### config.mk
export PLATFORM = sky130hd
export DESIGN_NAME = alu16_core
export DESIGN_NICKNAME = d
export VERILOG_FILES = /design/src/rtl/alu16_pkg.sv /design/src/rtl/alu_addsub.sv /design/src/rtl/alu_bcd.sv /design/src/rtl/alu_logic.sv /design/src/rtl/alu16_core.sv
export SDC_FILE = /design/constraint.sdc
export NUM_CORES = 1
export LEC_CHECK = 0
export ABC_AREA = 1
export ABC_CLOCK_PERIOD_IN_PS = 8800
export BUFFER_PORTS_ARGS = -buffer_cell sky130_fd_sc_hd__buf_2
export CAP_MARGIN = 0
export CORE_UTILIZATION = 45
export DETAILED_ROUTE_END_ITERATION = 8
export PLACE_DENSITY = 0.66
export SYNTH_ARGS = -nofsm -noshare
export SYNTH_HDL_FRONTEND = slang
export SYNTH_HIERARCHICAL = 1
export SYNTH_SLANG_ARGS = --single-unit
### constraint.sdc
create_clock -name vclk -period 8.8
set_input_delay 0 -clock vclk [all_inputs]
set_output_delay 0 -clock vclk [all_outputs]
set_load 0.02 [all_outputs]
### src/rtl/alu16_pkg.sv
// Package: shared operation codes and status-bit positions for the ALU.
// Assumes the status byte layout C=0, Z=1, N=2, V=7.
package alu16_pkg;
    typedef enum logic [3:0] {
        OP_MOV  = 4'd0,
        OP_ADD  = 4'd1,
        OP_ADDC = 4'd2,
        OP_SUBC = 4'd3,
        OP_SUB  = 4'd4,
        OP_CMP  = 4'd5,
        OP_DADD = 4'd6,
        OP_BIT  = 4'd7,
        OP_BIC  = 4'd8,
        OP_BIS  = 4'd9,
        OP_XOR  = 4'd10,
        OP_AND  = 4'd11
    } alu_op_e;

    localparam int FLG_C = 0;
    localparam int FLG_Z = 1;
    localparam int FLG_N = 2;
    localparam int FLG_V = 7;
    localparam int BYTE_W = 8;
endpackage

### src/rtl/alu_addsub.sv
// Binary adder with size select.
// Computes a+b+cin at word or byte width and reports the carry out and the
// signed overflow of that width. Assumes the caller has already inverted b
// for subtraction; in byte mode only bits 7:0 of a and b are used.
module alu_addsub #(
    parameter int DW = 16
) (
    input  logic [DW-1:0] a_i,
    input  logic [DW-1:0] b_i,
    input  logic          c_i,
    input  logic          byte_i,
    output logic [DW-1:0] sum_o,
    output logic          c_o,
    output logic          v_o
);
    localparam int BW = alu16_pkg::BYTE_W;

    logic [DW:0] full_w;
    logic [BW:0] full_b;
    logic        sa, sb, sr;

    // Form both width sums in parallel.
    always_comb begin
        full_w = {1'b0, a_i} + {1'b0, b_i} + (DW+1)'(c_i);
        full_b = {1'b0, a_i[BW-1:0]} + {1'b0, b_i[BW-1:0]} + (BW+1)'(c_i);
    end

    // Select the active width and derive carry and overflow.
    always_comb begin
        if (byte_i) begin
            sum_o = {{(DW-BW){1'b0}}, full_b[BW-1:0]};
            c_o   = full_b[BW];
            sa    = a_i[BW-1];
            sb    = b_i[BW-1];
            sr    = full_b[BW-1];
        end else begin
            sum_o = full_w[DW-1:0];
            c_o   = full_w[DW];
            sa    = a_i[DW-1];
            sb    = b_i[DW-1];
            sr    = full_w[DW-1];
        end
        v_o = (sa == sb) && (sr != sa);
    end
endmodule

### src/rtl/alu_bcd.sv
// Packed-decimal adder.
// Adds ND nibble digits with a rippling decimal carry and no carry-in.
// A digit sum above 9 is corrected by +6. Byte mode reports the carry out of
// digit 1. Assumes ND >= 2.
module alu_bcd #(
    parameter int ND = 4
) (
    input  logic [4*ND-1:0] a_i,
    input  logic [4*ND-1:0] b_i,
    input  logic            byte_i,
    output logic [4*ND-1:0] sum_o,
    output logic            c_o
);
    logic [ND:0] cy;

    assign cy[0] = 1'b0;

    for (genvar g = 0; g < ND; g++) begin : g_digit
        logic [4:0] raw;
        logic [4:0] fix;
        logic       big;

        // One decimal digit with +6 correction.
        always_comb begin
            raw = {1'b0, a_i[4*g +: 4]} + {1'b0, b_i[4*g +: 4]} + 5'(cy[g]);
            big = (raw > 5'd9);
            fix = big ? raw + 5'd6 : raw;
        end

        assign sum_o[4*g +: 4] = fix[3:0];
        assign cy[g+1]         = big;

        // Valid input digits always give a valid output digit.
        always_comb begin

            digit_valid_chk: assert (!((a_i[4*g +: 4] <= 4'd9) && (b_i[4*g +: 4] <= 4'd9))
                                     || (sum_o[4*g +: 4] <= 4'd9));
        end
    end

    // Carry out of the active size.
    assign c_o = byte_i ? cy[2] : cy[ND];
endmodule

### src/rtl/alu_logic.sv
// Bitwise unit: returns the bitwise result for and, bit test, bit clear,
// bit set and exclusive-or, and passes src through for move. Gives 0 for
// any other code. Size masking is left to the caller.
module alu_logic #(
    parameter int DW = 16
) (
    input  logic [DW-1:0] a_i,
    input  logic [DW-1:0] b_i,
    input  logic [3:0]    op_i,
    output logic [DW-1:0] res_o
);
    import alu16_pkg::*;

    // Pick the bitwise function.
    always_comb begin
        unique case (op_i)
            OP_MOV:         res_o = b_i;
            OP_AND, OP_BIT: res_o = a_i & b_i;
            OP_BIC:         res_o = a_i & ~b_i;
            OP_BIS:         res_o = a_i | b_i;
            OP_XOR:         res_o = a_i ^ b_i;
            default:        res_o = '0;
        endcase
    end
endmodule

### src/rtl/alu16_core.sv
// Top of the two-operand ALU.
// Purely combinational. It routes the operands to the binary adder, the
// decimal adder or the bitwise unit, applies byte masking, and builds the
// status byte. Only C, Z, N and V are ever rewritten. Assumes DW is a
// multiple of 4 and at least 16.
module alu16_core #(
    parameter int DW = 16
) (
    input  logic [DW-1:0] dst_i,
    input  logic [DW-1:0] src_i,
    input  logic [3:0]    op_i,
    input  logic          byte_i,
    input  logic [7:0]    stat_i,
    output logic [DW-1:0] res_o,
    output logic          wr_o,
    output logic [7:0]    stat_o
);
    import alu16_pkg::*;

    localparam int BW = BYTE_W;
    localparam int ND = DW / 4;

    logic [DW-1:0] a, b, b_add;
    logic          cin;
    logic [DW-1:0] add_sum, bcd_sum, log_res, raw;
    logic          add_c, add_v, bcd_c;
    logic          is_sub;
    logic          z, n;

    // Mask the operands to the active size.
    always_comb begin
        a = byte_i ? {{(DW-BW){1'b0}}, dst_i[BW-1:0]} : dst_i;
        b = byte_i ? {{(DW-BW){1'b0}}, src_i[BW-1:0]} : src_i;
    end

    // Choose the adder's second operand and its carry-in.
    always_comb begin
        is_sub = (op_i == OP_SUB) || (op_i == OP_SUBC) || (op_i == OP_CMP);
        b_add  = is_sub ? ~b : b;
        unique case (op_i)
            OP_ADDC, OP_SUBC: cin = stat_i[FLG_C];
            OP_SUB, OP_CMP:   cin = 1'b1;
            default:          cin = 1'b0;
        endcase
    end

    alu_addsub #(.DW(DW)) u_add (
        .a_i(a), .b_i(b_add), .c_i(cin), .byte_i(byte_i),
        .sum_o(add_sum), .c_o(add_c), .v_o(add_v)
    );

    alu_bcd #(.ND(ND)) u_bcd (
        .a_i(a), .b_i(b), .byte_i(byte_i),
        .sum_o(bcd_sum), .c_o(bcd_c)
    );

    alu_logic #(.DW(DW)) u_log (
        .a_i(a), .b_i(b), .op_i(op_i), .res_o(log_res)
    );

    // Select the unit output and the write-back enable.
    always_comb begin
        unique case (op_i)
            OP_ADD, OP_ADDC, OP_SUB, OP_SUBC, OP_CMP: raw = add_sum;
            OP_DADD:                                  raw = bcd_sum;
            default:                                  raw = log_res;
        endcase
        wr_o = (op_i <= OP_AND) && (op_i != OP_CMP) && (op_i != OP_BIT);
    end

    // Size masking and the size-dependent Z and N.
    always_comb begin
        res_o = byte_i ? {{(DW-BW){1'b0}}, raw[BW-1:0]} : raw;
        z     = (res_o == '0);
        n     = byte_i ? res_o[BW-1] : res_o[DW-1];
    end

    // Rewrite the flag bits the operation defines.
    always_comb begin
        stat_o = stat_i;
        unique case (op_i)
            OP_ADD, OP_ADDC, OP_SUB, OP_SUBC, OP_CMP: begin
                stat_o[FLG_C] = add_c;
                stat_o[FLG_Z] = z;
                stat_o[FLG_N] = n;
                stat_o[FLG_V] = add_v;
            end
            OP_DADD: begin
                stat_o[FLG_C] = bcd_c;
                stat_o[FLG_Z] = z;
                stat_o[FLG_N] = n;
            end
            OP_AND, OP_BIT: begin
                stat_o[FLG_C] = ~z;
                stat_o[FLG_Z] = z;
                stat_o[FLG_N] = n;
                stat_o[FLG_V] = 1'b0;
            end
            OP_XOR: begin
                stat_o[FLG_C] = ~z;
                stat_o[FLG_Z] = z;
                stat_o[FLG_N] = n;
                stat_o[FLG_V] = byte_i ? (a[BW-1] & b[BW-1]) : (a[DW-1] & b[DW-1]);
            end
            default: ;
        endcase
    end

    // Checks on the combined outputs.
    always_comb begin

        flagonly_nowrite_chk: assert (!((op_i == OP_CMP) || (op_i == OP_BIT)) || !wr_o);

        byte_upper_zero_chk: assert (!byte_i || (res_o[DW-1:BW] == '0));

        reserved_bits_chk: assert (stat_o[6:3] == stat_i[6:3]);

        move_keeps_flags_chk: assert ((op_i != OP_MOV) || ((stat_o == stat_i) && (res_o == b)));

        no_overflow_chk: assert (!((op_i == OP_ADD) && !byte_i && (dst_i[DW-1] != src_i[DW-1]))
                                 || !stat_o[FLG_V]);
    end
endmodule

==> results of run 1 <==
-- area by class of cell --
class	instances	area (um2)
timing repair buffer	63	318
inverter	159	603
fill	1108	4920
tap	133	166
antenna	1	2.50
multi-input combinational	634	3770
-- Yosys cell counts, drive strengths merged --
| master | n |
|---|---|
| nand3b | 9 |
| o21bai | 2 |
| xor2 | 5 |
| mux2i | 2 |
| fa | 9 |
| a21oi | 30 |
| nand4 | 4 |
| inv | 158 |
| xnor2 | 19 |
| nand2 | 243 |
| nor2 | 95 |
| a31oi | 2 |
| clkbuf | 4 |
| buf | 20 |
| nor3 | 4 |
| nand3 | 140 |
| or3b | 1 |
| and2 | 1 |
| o21ai | 13 |
| ha | 51 |
| a32o | 1 |
| clkinv | 1 |
| a211o | 1 |
| a22o | 1 |
| a2111oi | 1 |
-- layer usage --
layer | wire (um) | vias up
met5 | 0 | -
met4 | 140 | 0
met3 | 847 | 10
met2 | 5840 | 156
met1 | 6600 | 2210
li1 | - | 2639
-- per-stage QoR --
stage	instance area (um2)	cells	utilization	worst slack, ps
2_1_floorplan	4550	817	-	2030
3_3_place_gp	4850	989	0.497	1440
3_5_place_dp	4850	989	0.497	1260
4_1_cts	4850	989	0.497	1270
5_1_grt	4850	989	0.497	541
6_report	4860	990	0.497	1210
-- kinds of logic after synthesis --
| kind of cell | synth area share |
|---|---|
| AND/OR/NAND/NOR | 0.519 |
| buffers and inverters | 0.172 |
| adder cells (fa/ha/maj) | 0.180 |
| AO/OA/AOI/OAI | 0.0773 |
| multiplexers | 0.00440 |
| XOR/XNOR | 0.0479 |
-- how the worst max path moves through the flow --
stage | cells after the start | slack, ps | endpoint
2_1_floorplan | 52 | 2030 | stat_o[1]
6_report | 54 | 1210 | stat_o[1]
3_5_place_dp | 54 | 1260 | stat_o[1]
3_3_place_gp | 54 | 1440 | stat_o[1]
4_1_cts | 54 | 1270 | stat_o[1]
5_1_grt | 59 | 540 | stat_o[1]
==> run metrics, run 1 <==
worst hold margin between 0.006 and 0.007 ps; CP max FO 5; CP max stage delay 460 ps; Synth warnings 6; Post-route DRC 0; num rows 36; synth top area cells nand2_1 (17%), ha_1 (14%), nand3_1 (14%); min-delay worst type input pin to output pin; gpl congestion between 0.9 and 1; TNS Setup 0 ps; Period minus WS final about 7600 ps; met1 usage 0.386; Synth Instances 817; cell family with most CP delay adder cells; Seq/Total Area, Yosys 0; post-CTS sizing 0; most frequent CP cell nand2_1; Antenna Violating Nets Remaining 0; 1st-iter DRT viols 257; # hold bufs at CTS 0; routed wire length per instance 13.6 um; initial antenna violation count 1; synth unique cells 42; Initial Utilization 0.465; max-slew violation count 0; core box area 0.00977 mm2; status complete, no violations; met3 Track Usage GR 0.0156; relative slew slack 0.324; Setup Buffers After CTS 0; Storage cell area 0 um2; number of top-level pins 70; vias in the first global route 4469; total grt overflow 0; crit end category output pin; seq_cells 0; number of setup violations in the final report 0; Die Span Y between 100 and 150 um; Avg Cell Area, Syn 5.57 um2; Pre-antenna DRT Iters 5; syn_nets 922; min-delay src stat_i[5]; final hold vios 0; commonest non-fill, non-tap cell in the layout nand2_1; Synth area leader nand2_1; Max Clk Rate 132 MHz; worst path buffer plus inverter count 14; Required @ worst endpoint around 9000 ps; Hold EP stat_o[5]; Mapped Area 0.00455 mm2; Via Count 5015; largest net degree at the start of global routing 36; share of the synthesized area in the top cell type 0.174; unrepaired setup endpoints after global routing no; vias per inst 5.07; gr usage total 0.264; busiest layer in global routing met2; commonest cells after routing, fill and taps aside nand2_1 (211), inv_1 (147), nand3_1 (127), nor2_1 (84), buf_2 (62); met2 GRT Util 0.434; Min-Delay Path Depth 0; DRT Wirelength 13400 um; die area 0.0105 mm2; first-pass GRT wire length 22000 um; Setup Crit Path Kind input pin to output pin; Max-Cap Viols 0; Post-DP HPWL 10300 um; CP arrival 7590 ps; clock buf count 0; Crit. Startpoint dst_i[0]; share of cells above drive strength 1 0.174; Die Wd between 100 and 150 um; Synth-to-Final Area Change 6.80%; CP startpoint kind input pin; Buffers on Ports 62; Slowest-stage cell, CP fa_1; final layout net count 963; Final Cycle Share 0.863; worst-margin pin slew 1010 ps
==> run 2: changes to the inputs <==
--- a/config.mk
+++ b/config.mk
@@ -5,7 +5,6 @@
 export SDC_FILE = /design/constraint.sdc
 export NUM_CORES = 1
 export LEC_CHECK = 0
-export ABC_AREA = 1
 export ABC_CLOCK_PERIOD_IN_PS = 8800
 export BUFFER_PORTS_ARGS = -buffer_cell sky130_fd_sc_hd__buf_2
 export CAP_MARGIN = 0
==> run 2 against run 1 <==
  * Non-clock buffer count grew 10
  * Sequential share of layout area stayed put
  * Final cell count fell by 23%
  * Worst setup slack worse by 1000 ps
  * Via count shrank 4.3%
  * Clock-buffer cell count unchanged
  * Area after synthesis decreased by 5.8%
==> run metrics, run 2 <==
Antenna Violating Nets Remaining 0 (unchanged); Avg Cell Area, Syn 7.10 um2 (+28%); Sw Share 0.579; core box area 0.00924 mm2 (-5.5%); gpl congestion 0.916 (-1.3%); Synth area leader ha_1; vias in the first global route 4454 (-0.34%); Post-DP HPWL 10700 um (+4.1%); gr usage total 0.275 (+0.0108); Required @ worst endpoint 8800 ps (about the same); Post-route DRC 0 (unchanged); DRT Wirelength 13900 um (+3.7%); maximum VDD drop 0.0430 mV; worst path buffer plus inverter count 10 (-4); Synth Instances 603 (-26%); most frequent cell after synthesis inv_1; Pint 0.182 mW; share of the synthesized area in the top cell type 0.149 (-0.0251); Pwr Density 91.6 mW/mm2; die area 0.00991 mm2 (-5.7%); synth top area cells ha_1 (15%), inv_1 (5.2%), a21oi_1 (5.1%); Slowest-stage cell, CP fa_2; final layout net count 742 (-23%); Synth-to-Final Area Change 10.1%; fillcell total 950 (-14%); max-slew violation count 0 (unchanged); sequential share of power 0; Max-Cap Viols 0 (unchanged); CP startpoint kind input pin; most frequent CP cell inv_1; CP Depth 38 (-30%); Max Clk Rate 116 MHz (-12%); area of the multi-input gates 0.00393 mm2 (+4.4%); Die Span Y 99.6 um (-2.9%); final hold vios 0 (unchanged); Die Wd 99.6 um (-2.9%); CP arrival 8610 ps (+1020 ps); initial antenna violation count 0 (-1); Synth warnings 6 (unchanged); Mapped Area 0.00428 mm2 (-5.8%); Pwr Total approximately 0.43 mW; Period minus WS final 8610 ps (+1020 ps); final instance area 0.00472 mm2 (-2.9%); seq_cells 0 (unchanged); Pre-antenna DRT Iters 5 (unchanged); Final Cycle Share 0.978 (+0.115); Combinational Power Share 1.000; Setup Crit Path Kind input pin to output pin; total grt overflow 0 (unchanged); CP Capture Point stat_o[0]; CP max stage delay 550 ps (+90 ps); commonest non-fill, non-tap cell in the layout buf_2; Clock power frac 0; worst-margin pin slew 1060 ps (+45.6 ps); commonest cells in the netlist inv_1 (59), ha_1 (51), a21oi_1 (44), nor2_1 (35), nand3_1 (31); relative slew slack 0.295 (-0.0297); Via Count 4797 (-4.3%); vias per inst 6.28 (+24%); 1st-iter DRT viols 412 (+60%); routed wire length per instance 18.2 um (+34%); status complete, no violations; Non-Filler Instances 764 (-23%); Buffers on Ports 62 (unchanged); first-pass GRT wire length 22200 um (+1.1%); Placed Instance Area 0.00460 mm2 (-5.2%); Initial Utilization 0.464 (-0.00180); Storage cell area 0 um2 (unchanged); number of top-level pins 70 (unchanged); CP max FO 7 (+2); synth unique cells 79 (+88%); share of cells above drive strength 1 0.181 (+0.00704); number of setup violations in the final report 0 (unchanged); commonest cells after routing, fill and taps aside buf_2 (62), inv_1 (58), ha_1 (49), a21oi_1 (44), nor2_1 (35); # diodes 0 (-1); Seq/Total Area, Yosys 0 (unchanged); largest net degree at the start of global routing 56 (+56%); min-delay worst type input pin to output pin; NetSw roughly 0.25 mW; Crit. Startpoint src_i[0]; Inst Count DP 760 (-23%); syn_nets 708 (-23%); num rows 35 (-2.8%); cell family with most CP delay adder cells; Leakage 2.21 nW; clock buf count 0 (unchanged); crit end category output pin
## run 2: cell types whose count changed after synthesis, sizes merged, moves of 12 or more
cell,previous run,this run
nand2,243,28
nor2,95,35
inv,158,61
nor2b,0,28
a21o,0,18
clkbuf,4,17
xor2,5,20
a2bb2oi,0,12
nand3,140,31
o211ai,0,18
a21oi,30,46
and3,0,13
## run 2: how the worst min path moves through the flow
stage	slack [ps]	end	depth (start not counted)	start
after floorplan	50	res_o[15]	1	byte_i
after global placement	0.2	stat_o[3]	0	stat_i[3]
after detailed placement	0.2	stat_o[3]	0	stat_i[3]
after CTS	0.2	stat_o[3]	0	stat_i[3]
after global routing	0.03	stat_o[4]	0	stat_i[4]
final	0.009	stat_o[6]	0	stat_i[6]
## run 2: final cells by class
class              count  share of cell area
well taps            129              0.0342
multi-input cells    501               0.834
inverters             61              0.0485
repair buffers        73              0.0833
## run 2: through the flow
step	utilization	hold WS [ps]	setup WS, ps	setup TNS, ps
global route	0.510	0.0293	-109	-137
CTS	0.500	0.236	21.0	0
global placement	0.498	0.236	224	0
floorplan	-	53.7	614	0
finish	0.510	0.00881	194	0
detailed placement	0.498	0.236	-208	-303
## run 2: what timing repair did
action,in CTS,in global routing
pin swaps,1,9
setup buffers,1,3
gates resized for setup,3,18
endpoints found under the setup margin,2,3
hold buffers,0,0
## run 2: cells by family (layout without fill, tap and decap cells)
| group | count (synthesis) | in the layout | share of synthesized area |
|---|---|---|---|
| adders and majority gates | 60 | 60 | 0.191 |
| and+or+nand+nor | 193 | 193 | 0.249 |
| AOI/OAI and AO/OA | 205 | 205 | 0.366 |
| muxes | 8 | 8 | 0.0190 |
| xor gates and xnor gates | 35 | 35 | 0.0733 |
| buffers and inverters | 102 | 134 | 0.102 |
## run 2: per-layer routing
metal / up-vias / GRT usage / share of wire
li1: 2297 / - / -
met1: 2282 / 0.378 / 0.43
met2: 193 / 0.481 / 0.48
met3: 25 / 0.00843 / 0.070
met4: 0 / 0.0543 / 0.022
met5: - / 0 / 0
## run 2: power by group through the flow
stage | clock network, mW | logic, mW | registers (mW)
floorplan | 0 | 0.301 | 0
global placement | 0 | 0.387 | 0
detailed placement | 0 | 0.399 | 0
CTS | 0 | 0.406 | 0
global route | 0 | 0.471 | 0
finish | 0 | 0.432 | 0
No activity file was read; power rests on OpenSTA's default activity.
==> run 3: changes to the inputs <==
--- a/config.mk
+++ b/config.mk
@@ -5,12 +5,12 @@
 export SDC_FILE = /design/constraint.sdc
 export NUM_CORES = 1
 export LEC_CHECK = 0
-export ABC_CLOCK_PERIOD_IN_PS = 8800
+export ABC_CLOCK_PERIOD_IN_PS = 9200
 export BUFFER_PORTS_ARGS = -buffer_cell sky130_fd_sc_hd__buf_2
 export CAP_MARGIN = 0
-export CORE_UTILIZATION = 45
+export CORE_UTILIZATION = 48
 export DETAILED_ROUTE_END_ITERATION = 8
-export PLACE_DENSITY = 0.66
+export PLACE_DENSITY = 0.7
 export SYNTH_ARGS = -nofsm -noshare
 export SYNTH_HDL_FRONTEND = slang
 export SYNTH_HIERARCHICAL = 1
==> constraint.sdc (replaced) <==
create_clock -name vclk -period 9.2
set_input_delay 0 -clock vclk [all_inputs]
set_output_delay 0 -clock vclk [all_outputs]
set_load 0.02 [all_outputs]
==> run 3 against run 2 <==
  * Hold slack stayed put
  * Total power fell by 8.0%
  * Final cell count down 3.1%
  * Wire length fell by 1.9%
==> run metrics, run 3 (same netlist as run 2, synthesis figures left out) <==
area of the multi-input gates 0.00389 mm2 (-1.1%); Initial Utilization 0.494 (+0.0300); NetSw 0.233 mW (-7.0%); vias per inst 6.54 (+4.2%); Pwr Density 86.0 mW/mm2 (-6.1%); final hold vios 0 (unchanged); Pint 0.165 mW (-9.4%); initial antenna violation count 0 (unchanged); crit end category output pin; Period minus WS final 8850 ps; Antenna Violating Nets Remaining 0 (unchanged); maximum VDD drop 0.0432 mV (+0.36%); worst-margin pin slew 1100 ps (+44.7 ps); Placed Instance Area 0.00456 mm2 (-0.90%); first-pass GRT wire length 20900 um (-6.0%); Final Cycle Share 0.962; fillcell total 858 (-9.7%); CP startpoint kind input pin; most frequent CP cell inv_1; DRT Wirelength 13700 um (-1.9%); die area 0.00930 mm2 (-6.1%); Min-Delay Path Depth 0 (unchanged); dpl ws 96.4 ps (+304 ps); vias in the first global route 4303 (-3.4%); final layout net count 739 (-0.40%); gpl congestion 0.908 (-0.90%); CP arrival 8850 ps (+240 ps); number of setup violations in the final report 0 (unchanged); Leakage 2.19 nW (-0.68%); Post-route DRC 0 (unchanged); final instance area 0.00462 mm2 (-2.0%); setup ws final 348 ps (+154 ps); Via Count 4842 (+0.94%); Post-DP HPWL 10500 um (-1.4%); Max-Cap Viols 0 (unchanged); Synth-to-Final Area Change 7.98%; sequential share of power 0 (unchanged); CP max FO 7 (unchanged); TNS Setup 0 ps (unchanged); Setup Crit Path Kind input pin to output pin; routed wire length per instance 18.5 um (+1.3%); Buffers on Ports 62 (unchanged); relative slew slack 0.265 (-0.0298); Slowest-stage cell, CP fa_2; commonest non-fill, non-tap cell in the layout buf_2; share of cells above drive strength 1 0.161 (-0.0197); status complete, no violations; 1st-iter DRT viols 497 (+21%); Final Core Density 0.533 (+0.0224); # diodes 0 (unchanged); seq_cells 0 (unchanged); Storage cell area 0 um2 (unchanged); CP max stage delay 560 ps (about the same); Pre-antenna DRT Iters 5 (unchanged); commonest cells after routing, fill and taps aside buf_2 (62), inv_1 (59), ha_1 (50), a21oi_1 (44), nor2_1 (35); Die Wd 96.5 um (-3.1%); core box area 0.00868 mm2 (-6.1%); Die Span Y 96.5 um (-3.1%); # hold bufs at CTS 0 (unchanged); largest net degree at the start of global routing 56 (unchanged); gr usage total 0.286 (+0.0107); Clock power frac 0 (unchanged); Required @ worst endpoint 9200 ps (+400 ps); total grt overflow 0 (unchanged); num rows 34 (-2.9%); Max Clk Rate 113 MHz; min-delay worst type input pin to output pin; clock buf count 0 (unchanged); number of top-level pins 70 (unchanged); Combinational Power Share 1.000 (about the same); max-slew violation count 0 (unchanged); Sw Share 0.586 (+0.00647)
==> run 3: area by class of cell <==
cell class / instances / area share
Tap cell: 108 / 0.0292
Multi-Input combinational cell: 501 / 0.841
Inverter: 61 / 0.0495
Timing Repair Buffer: 70 / 0.0801
==> run 3: routing by layer <==
layer	global-route usage	vias to the layer above	wire length [um]
met1	0.384	2300	5960
met2	0.479	218	6370
met5	0	-	0
met4	0.0968	0	414
met3	0.0227	37	921
li1	-	2287	-
==> run 3: repair_timing <==
item	in CTS	in global routing
resized for setup	0	9
endpoints found under the setup margin	0	3
setup buffers	0	3
endpoints found under the hold margin	0	0
==> run 3: final timing paths <==
| check | endpoint | slack [ps] | startpoint |
|---|---|---|---|
| min | stat_o[4] | 0.009 | stat_i[4] |
| max | stat_o[0] | 350 | src_i[0] |
==> run 3: critical path: cells and delay by family <==
family | cells | cell delay [ps]
AND/OR/NAND/NOR | 3 | 670
XOR/XNOR | 1 | 250
buffers and inverters | 10 | 1020
AO/OA/AOI/OAI | 13 | 2830
adder cells (fa/ha/maj) | 12 | 4090
==> run 3: stage by stage <==
step	hold WS, ps	std cells	power (mW)
finish	0.00881	740	0.398
global route	0.0404	740	0.432
CTS	0.137	737	0.378
detailed placement	0.137	737	0.376
global placement	0.137	737	0.365
floorplan	53.7	603	0.288
==> run 3: power by group through the flow <==
stage          sequential (mW)  combinational, mW  clock, mW
2_1_floorplan                0              0.288          0
3_3_place_gp                 0              0.365          0
3_5_place_dp                 0              0.376          0
4_1_cts                      0              0.378          0
5_1_grt                      0              0.432          0
6_report                     0              0.398          0
